<file path="src/rtl/vbl_pkg.sv">
package vbl_pkg;
  // Open-bus latch field split: upper bits come from status, lower from the latch.
  localparam int STAT_BITS = 3;
  localparam int BUS_W     = 8;
  localparam int OPEN_BITS = BUS_W - STAT_BITS;

  typedef struct packed {
    logic                 vblank;
    logic [1:0]           evt;
    logic [OPEN_BITS-1:0] open_bus;
  } status_byte_t;

  // True when a read at dot d falls within one dot of the set point.
  function automatic logic in_race(input int d, input int set_dot);
    return (d >= set_dot - 1) && (d <= set_dot + 1);
  endfunction
endpackage

</file>
<file path="src/rtl/vbl_flag_ctrl.sv">
module vbl_flag_ctrl #(
  parameter int SL_W     = 9,
  parameter int DOT_W    = 9,
  parameter int VBL_LINE = 241,
  parameter int PRE_LINE = 261,
  parameter int SET_DOT  = 1
) (
  input  logic             clk,
  input  logic             rst,
  input  logic [SL_W-1:0]  line,
  input  logic [DOT_W-1:0] dot,
  input  logic             rd,
  output logic             vbl_q,
  output logic             vbl_d,
  output logic             flag_view,
  output logic             at_set
);
  import vbl_pkg::*;

  logic at_clr, race, supp_q, supp_d;

  assign at_set    = (int'(line) == VBL_LINE) && (int'(dot) == SET_DOT);
  assign at_clr    = (int'(line) == PRE_LINE) && (int'(dot) == SET_DOT);
  assign race      = rd && (int'(line) == VBL_LINE) && in_race(int'(dot), SET_DOT);
  // Value a read on this dot observes: a read on the set dot sees it set.
  assign flag_view = vbl_q || (at_set && !supp_q);

  always_comb begin
    supp_d = supp_q;
    if (at_clr)    supp_d = 1'b0;
    else if (race) supp_d = 1'b1;

    vbl_d = vbl_q;
    if (rd || at_clr)            vbl_d = 1'b0;
    else if (at_set && !supp_q)  vbl_d = 1'b1;
  end

  always_ff @(posedge clk) begin
    if (rst) begin
      vbl_q  <= 1'b0;
      supp_q <= 1'b0;
    end else begin
      vbl_q  <= vbl_d;
      supp_q <= supp_d;
    end
  end


  vbl_rise_chk: assert property (@(posedge clk) disable iff (rst)
    $rose(vbl_q) |-> $past(at_set));

  rd_clear_chk: assert property (@(posedge clk) disable iff (rst)
    rd |=> !vbl_q);

  supp_block_chk: assert property (@(posedge clk) disable iff (rst)
    (supp_q && at_set) |=> !vbl_q);

  frame_clr_chk: assert property (@(posedge clk) disable iff (rst)
    at_clr |=> (!vbl_q && !supp_q));
endmodule

</file>
<file path="src/rtl/nmi_drive.sv">
module nmi_drive (
  input  logic clk,
  input  logic rst,
  input  logic wr_stb,
  input  logic wr_ctrl,
  input  logic en_bit,
  input  logic vbl_q,
  input  logic vbl_d,
  input  logic at_set,
  output logic nmi_req
);
  logic en_q, en_d, nmi_q;

  assign en_d = (wr_stb && wr_ctrl) ? en_bit : en_q;

  always_ff @(posedge clk) begin
    if (rst) begin
      en_q  <= 1'b0;
      nmi_q <= 1'b0;
    end else begin
      en_q  <= en_d;
      // Held back on the set dot so a race read one dot later leaves no glitch.
      nmi_q <= vbl_d && en_d && !at_set;
    end
  end

  assign nmi_req = nmi_q;


  nmi_flag_chk: assert property (@(posedge clk) disable iff (rst)
    nmi_q |-> (vbl_q && en_q));

  en_off_chk: assert property (@(posedge clk) disable iff (rst)
    (wr_stb && wr_ctrl && !en_bit) |=> !nmi_q);
endmodule

</file>
<file path="src/rtl/status_port.sv">
module status_port (
  input  logic       clk,
  input  logic       rst,
  input  logic       rd,
  input  logic       wr_stb,
  input  logic [7:0] wr_data,
  input  logic       flag_view,
  input  logic [1:0] evt_flags,
  output logic [7:0] rd_data,
  output logic       toggle_clr
);
  import vbl_pkg::*;

  logic [BUS_W-1:0] latch_q, rdata_q;
  status_byte_t     ret;

  always_comb begin
    ret.vblank   = flag_view;
    ret.evt      = evt_flags;
    ret.open_bus = latch_q[OPEN_BITS-1:0];
  end

  always_ff @(posedge clk) begin
    if (rst) begin
      latch_q    <= '0;
      rdata_q    <= '0;
      toggle_clr <= 1'b0;
    end else begin
      toggle_clr <= rd;
      if (rd) begin
        rdata_q <= ret;
        latch_q <= ret;
      end else if (wr_stb) begin
        latch_q <= wr_data;
      end
    end
  end

  assign rd_data = rdata_q;


  latch_ret_chk: assert property (@(posedge clk) disable iff (rst)
    rd |=> (latch_q == rdata_q));

  toggle_pulse_chk: assert property (@(posedge clk) disable iff (rst)
    rd |=> toggle_clr);
endmodule

</file>
<file path="src/rtl/vbl_nmi_unit.sv">
module vbl_nmi_unit #(
  parameter int SL_W     = 9,
  parameter int DOT_W    = 9,
  parameter int VBL_LINE = 241,
  parameter int PRE_LINE = 261,
  parameter int SET_DOT  = 1
) (
  input  logic             clk,
  input  logic             rst,
  input  logic [SL_W-1:0]  line,
  input  logic [DOT_W-1:0] dot,
  input  logic             status_rd,
  input  logic             wr_stb,
  input  logic             wr_ctrl,
  input  logic [7:0]       wr_data,
  input  logic [1:0]       evt_flags,
  output logic [7:0]       rd_data,
  output logic             nmi_req,
  output logic             toggle_clr
);
  logic vbl_q, vbl_d, flag_view, at_set;

  vbl_flag_ctrl #(
    .SL_W(SL_W), .DOT_W(DOT_W), .VBL_LINE(VBL_LINE),
    .PRE_LINE(PRE_LINE), .SET_DOT(SET_DOT)
  ) u_flag (
    .clk(clk), .rst(rst), .line(line), .dot(dot), .rd(status_rd),
    .vbl_q(vbl_q), .vbl_d(vbl_d), .flag_view(flag_view), .at_set(at_set)
  );

  nmi_drive u_nmi (
    .clk(clk), .rst(rst), .wr_stb(wr_stb), .wr_ctrl(wr_ctrl),
    .en_bit(wr_data[7]), .vbl_q(vbl_q), .vbl_d(vbl_d), .at_set(at_set),
    .nmi_req(nmi_req)
  );

  status_port u_port (
    .clk(clk), .rst(rst), .rd(status_rd), .wr_stb(wr_stb), .wr_data(wr_data),
    .flag_view(flag_view), .evt_flags(evt_flags),
    .rd_data(rd_data), .toggle_clr(toggle_clr)
  );


  rd_nmi_drop_chk: assert property (@(posedge clk) disable iff (rst)
    status_rd |=> !nmi_req);
endmodule

</file>
<file path="config.mk">
export PLATFORM = sky130hd
export DESIGN_NAME = vbl_nmi_unit
export DESIGN_NICKNAME = d
export VERILOG_FILES = /design/src/rtl/vbl_pkg.sv /design/src/rtl/vbl_flag_ctrl.sv /design/src/rtl/nmi_drive.sv /design/src/rtl/status_port.sv /design/src/rtl/vbl_nmi_unit.sv
export SDC_FILE = /design/constraint.sdc
export NUM_CORES = 1
export LEC_CHECK = 0
export BUFFER_PORTS_ARGS = -buffer_cell sky130_fd_sc_hd__buf_4
export CAP_MARGIN = 20
export CELL_PAD_IN_SITES_DETAIL_PLACEMENT = 1
export CELL_PAD_IN_SITES_GLOBAL_PLACEMENT = 1
export CORE_MARGIN = 2
export CORE_UTILIZATION = 29
export CTS_CLUSTER_SIZE = 28
export DETAILED_ROUTE_END_ITERATION = 10
export PLACE_DENSITY = 0.83
export SLEW_MARGIN = 20
export SYNTH_ARGS = -nofsm -noshare
export SYNTH_HDL_FRONTEND = slang
export SYNTH_SLANG_ARGS = --single-unit
</file>
<file path="constraint.sdc">
create_clock -name clk -period 1.9 [get_ports clk]
set_clock_uncertainty 0.2 [all_clocks]
set_input_delay 0.475 -clock clk [delete_from_list [all_inputs] [get_ports clk]]
set_output_delay 0.475 -clock clk [all_outputs]
set_load 0.02 [all_outputs]
</file>
==> results of run 1 <==
## where the power goes
group	switching (uW)	internal (uW)	total, uW
Combinational	50.3	69.4	120
Clock	111	73.6	185
Sequential	6.64	391	397
Total	168	534	702
## logic make-up after synthesis
group / after synthesis / synth area share (%)
mux: 13 / 17.9
flops: 18 / 49.7
compound gates: 4 / 3.28
simple gates: 33 / 26.7
buf+inv: 4 / 2.41
## metrics by stage
stage / hold slack (ns) / cell area (um^2)
CTS: 0.224 / 1080
floorplan: 0.244 / 726
global route: 0.211 / 1080
global placement: 0.258 / 1050
detailed placement: 0.257 / 1050
finish: 0.226 / 1080
## worst paths after layout
check / start / to / cells after the start
worst min-delay path: wr_data[3] / u_port.latch_q[3] / 3
worst min register to register: u_flag.vbl_q / u_nmi.nmi_req / 1
worst max-delay path: dot[3] / u_flag.vbl_q / 5
worst max register to register: u_flag.supp_q / u_flag.vbl_q / 3
## layer usage
| metal | wire length, um | track usage [%] | vias to the layer above | share of wire (%) |
|---|---|---|---|---|
| li1 | - | - | 336 | - |
| met5 | 0 | 0 | - | 0 |
| met4 | 0 | 4.58 | 0 | 0 |
| met3 | 96 | 4.44 | 0 | 4.9 |
| met1 | 828 | 15.8 | 317 | 42 |
| met2 | 1050 | 28.5 | 19 | 53 |
## cell usage after synthesis
library cell  instances  area share, %
nor4bb_1              2            2.8
dfxtp_1              18             50
a31oi_1               1           0.86
nor2b_1               2            1.7
nor2_1               15            7.8
nand3_1               3            2.1
nor3_1                1           0.69
and4bb_2              1            1.7
nor4b_1               1            1.2
clkbuf_1              2            1.0
nor4_2                1            1.7
nand2_1               2            1.0
buf_2                 2            1.4
and4_1                1            1.2
a21oi_1               2            1.4
a211oi_1              1            1.0
mux2i_1              13             18
nor4_1                2            1.7
nor3b_1               1            1.0
nor4b_2               1            2.1
## critical path, stage by stage
cell,delay [ns]
buf_4,0.11
nor4_2,0.33
and4_1,0.27
a21oi_1,0.09
nor4_1,0.22
## state kept, by name (all words and copies together) (netlist names)
register and count:
u_port.rd_data 8, u_port.latch_q 5, u_flag.vbl_q 1, u_flag.supp_q 1
u_nmi.en_q 1, u_nmi.nmi_req 1, u_port.toggle_clr 1
## final cells by class
type | instances | area (um^2)
Fill cell | 298 | 1360
Sequential cell | 18 | 360
Multi-Input combinational cell | 50 | 348
Timing Repair Buffer | 41 | 308
Tap cell | 30 | 37.5
Clock buffer | 3 | 22.5
==> results.sh, run 1 <==
export IMPL_wl_per_cell_um=13.9
export IMPL_layout_common_cells="buf_4, dfxtp_1, nor2_1"
export IMPL_first_global_vias=667
export IMPL_crit_type="in -> reg"
export IMPL_areaGrowthSynthToFinish_pct=48.3
export IMPL_syn_inst=72
export IMPL_slew_headroom_pct=80.9
export IMPL_dpl_hpwl_mm=1.61
export IMPL_setup_ws_ns=0.415
export IMPL_hold_class="in -> reg"
export IMPL_clockRootBuffer="clkbuf_4"
export IMPL_grt_max_degree=18
export IMPL_arrival_ns=1.49
export IMPL_rsz0062_at_grt="false"
export IMPL_place_gp_congestion=0.738
export IMPL_status="finished clean"
export IMPL_clk_pin_slew_ns=0.10
export IMPL_dpl_cell_count=139
export IMPL_synthesis_nets=105
export IMPL_die_h_um=54.0
export IMPL_cts_setup_buffers=0
export IMPL_fin_crit_ns=1.48
export IMPL_io_pins=43
export IMPL_drive_gt1_share_pct=42.0
export IMPL_setup_viol=0
export IMPL_track_usage_pct=15.0
export IMPL_endpoint_kind="flop"
export IMPL_layout_commonest_cell="buf_4"
export IMPL_initial_core_util_pct=29.8
export IMPL_drcViolationCount=0
export IMPL_ys_ff_latch=18
export IMPL_antenna_left=0
export IMPL_hold_buffers=0
export IMPL_stdcell_count=142
export IMPL_p_per_area_nw_per_um2=652
export IMPL_fin_crit_sh_pct=78.2
export IMPL_crit_path_max_fanout=2
export IMPL_yosysUniqueCellTypes=20
export IMPL_start_kind="input port"
export IMPL_cts_sinks=18
export IMPL_die_w_um=54.0
export IMPL_drtIter0Drc=3
export IMPL_tightest_slew_ns=0.285
export IMPL_grt_pass1_wl_mm=3.08
export IMPL_fmax_mhz=673
export IMPL_drt_pass1_iterations=4
export IMPL_clockBufferDepth=2
export IMPL_cts_buffers=3
export IMPL_coreArea_um2=2430
export IMPL_fin_total_pwr_uw=702
export IMPL_fin_util_pct=44.2
export IMPL_overflow=0
export IMPL_vias=672
export IMPL_p_leak_uw=0.000485
export IMPL_avgSynthCellArea_um2=10.1
export IMPL_report_final_slew_viol_count=0
export IMPL_antenna_found_initial=0
export IMPL_clock_latency_ns=0.28
export IMPL_nets=147
export IMPL_cp_required_ns=1.90
export IMPL_drv_cap=0
export IMPL_place_ws_ns=0.0921
export IMPL_syn_area_um2=726
export IMPL_cts_tree="done"
export IMPL_finalSetupTns_ns=0
export IMPL_cts_max_level=1
export IMPL_hold_viol_final=0
export IMPL_port_buffers=40
export IMPL_ys_warn_count=0
export IMPL_ctsResizeCount=0
export IMPL_antenna_cells=0
export IMPL_seq_area_frac_synth_pct=49.7
export IMPL_die_area_um2=2920
export IMPL_vdd_ir_drop_max_v=0.000451
export IMPL_rrSetupSlack_ns=0.72
export IMPL_rows=18
export IMPL_wl_mm=1.98
export IMPL_viasPerCell=4.73
No activity file was read; power rests on OpenSTA's default activity.
==> inputs of run 2 (changes only) <==
- clock period: 1.9 -> 1.37 ns (I/O delays scaled with it)
==> results.sh, run 2 (synthesized netlist as in run 1, its figures left out) <==
export IMPL_port_buffers=40
export IMPL_drt_pass1_iterations=4
export IMPL_fin_crit_ns=1.32
export IMPL_tightest_slew_ns=0.280
export IMPL_die_h_um=54.0
export IMPL_layout_commonest_cell="buf_4"
export IMPL_p_seq_share_pct=52.7
export IMPL_cts_buffers=3
export IMPL_coreArea_um2=2430
export IMPL_io_pins=43
export IMPL_initial_core_util_pct=29.8
export IMPL_die_area_um2=2920
export IMPL_clk_pin_slew_ns=0.10
export IMPL_viasPerCell=4.77
export IMPL_endpoint_kind="primary output"
export IMPL_report_final_slew_viol_count=0
export IMPL_num_fill_cells=291
export IMPL_comb_power_share_pct=16.8
export IMPL_crit_slowest_cell="dfxtp_2"
export IMPL_place_gp_congestion=0.849
export IMPL_antenna_left=0
export IMPL_hold_worst_slack_ns=0.0914
export IMPL_critPathMaxStageDelay_ns=0.34
export IMPL_largest_register_ffs=8
export IMPL_fin_crit_sh_pct=96.2
export IMPL_clkPwrFrac_pct=30.4
export IMPL_cp_required_ns=0.83
export IMPL_drtIter0Drc=2
export IMPL_rows=18
export IMPL_clock_latency_ns=0.29
export IMPL_cts_tree="done"
export IMPL_start_kind="flop"
export IMPL_fmax_mhz=759
export IMPL_crit_path_max_fanout=2
export IMPL_critical_path_top_delay_family="flip-flops"
export IMPL_die_w_um=54.0
export IMPL_grt_max_degree=18
export IMPL_p_switching_uw=241
export IMPL_p_leak_uw=0.000512
export IMPL_rsz0062_at_grt="false"
export IMPL_vdd_ir_drop_max_v=0.000806
export IMPL_wl_mm=2.02
export IMPL_drcViolationCount=0
export IMPL_slew_headroom_pct=81.1
export IMPL_cts_max_level=1
export IMPL_hold_buffers=0
export IMPL_hold_class="in -> reg"
export IMPL_fin_total_pwr_uw=1050
export IMPL_hold_viol_final=0
export IMPL_drive_gt1_share_pct=49.6
export IMPL_drv_cap=0
export IMPL_wl_per_cell_um=14.0
export IMPL_cp_buffers_inverters=1
export IMPL_clockRootBuffer="clkbuf_4"
export IMPL_p_per_area_nw_per_um2=926
export IMPL_clockBufferDepth=2
export IMPL_overflow=0
export IMPL_cts_sinks=18
export IMPL_track_usage_pct=15.8
export IMPL_vias=691
export IMPL_cp_cell_sequence="buf_4"
export IMPL_dpl_hpwl_mm=1.61
export IMPL_antenna_cells=0
export IMPL_first_global_vias=762
export IMPL_antenna_found_initial=0
export IMPL_setup_viol=0
export IMPL_p_int_uw=807
export IMPL_arrival_ns=0.78
export IMPL_status="finished clean"
export IMPL_nets=149
export IMPL_crit_type="reg -> out"
export IMPL_areaGrowthSynthToFinish_pct=55.9
export IMPL_switching_share_pct=23.0
export IMPL_layout_common_cells="buf_4, nor2_1, mux2i_1"
export IMPL_grt_pass1_wl_mm=3.29
==> run 2: timing repair <==
item                                    4_1_cts  5_1_grt
endpoints found under the setup margin        0        8
buffers inserted                              0        0
endpoints found under the hold margin         0        0
resized for setup                             0        7
==> run 2: path summary, 6_finish.rpt <==
kind                      from                end  slack (ns)  cells after the start
max          u_port.rd_data[1]         rd_data[1]        0.05                      1
min               evt_flags[0]  u_port.rd_data[5]        0.09                      3
max reg2reg      u_flag.supp_q  u_port.rd_data[7]        0.28                      3
min reg2reg       u_flag.vbl_q      u_nmi.nmi_req        0.28                      1
==> run 2: stage by stage <==
| step | setup slack, ns | util, % | TNS (ns) | instances | instance area [um^2] |
|---|---|---|---|---|---|
| 2_1_floorplan | 0.0000626 | - | 0 | 72 | 743 |
| 3_3_place_gp | -0.180 | 44.7 | -0.535 | 141 | 1090 |
| 3_5_place_dp | -0.221 | 44.7 | -0.660 | 141 | 1090 |
| 4_1_cts | 0.0256 | 46.1 | 0 | 145 | 1120 |
| 5_1_grt | 0.0126 | 46.5 | 0 | 145 | 1130 |
| 6_report | 0.0521 | 46.5 | 0 | 145 | 1130 |
==> run 2: layout make-up <==
class | count | area [um^2] | share of cell area [%]
Clock buffer | 4 | 36.3 | 3.21
Multi-Input combinational cell | 50 | 365 | 32.3
Timing Repair Buffer | 43 | 323 | 28.5
Tap cell | 30 | 37.5 | 3.32
Sequential cell | 18 | 369 | 32.6
==> run 2: layer usage <==
layer	global-route usage [%]	share of wire [%]	routed length, um	vias up
li1	-	-	-	344
met1	16.0	40	809	323
met2	31.5	53	1080	24
met3	5.00	6.7	135	0
met4	2.50	0	0	0
met5	0	0	0	-
==> run 2: power by group through the flow <==
stage | Combinational, uW | Sequential (uW) | Clock (uW)
3_5_place_dp | 178 | 564 | 0
5_1_grt | 191 | 555 | 355
4_1_cts | 179 | 552 | 330
3_3_place_gp | 171 | 562 | 0
2_1_floorplan | 57.0 | 574 | 0
6_report | 176 | 553 | 319
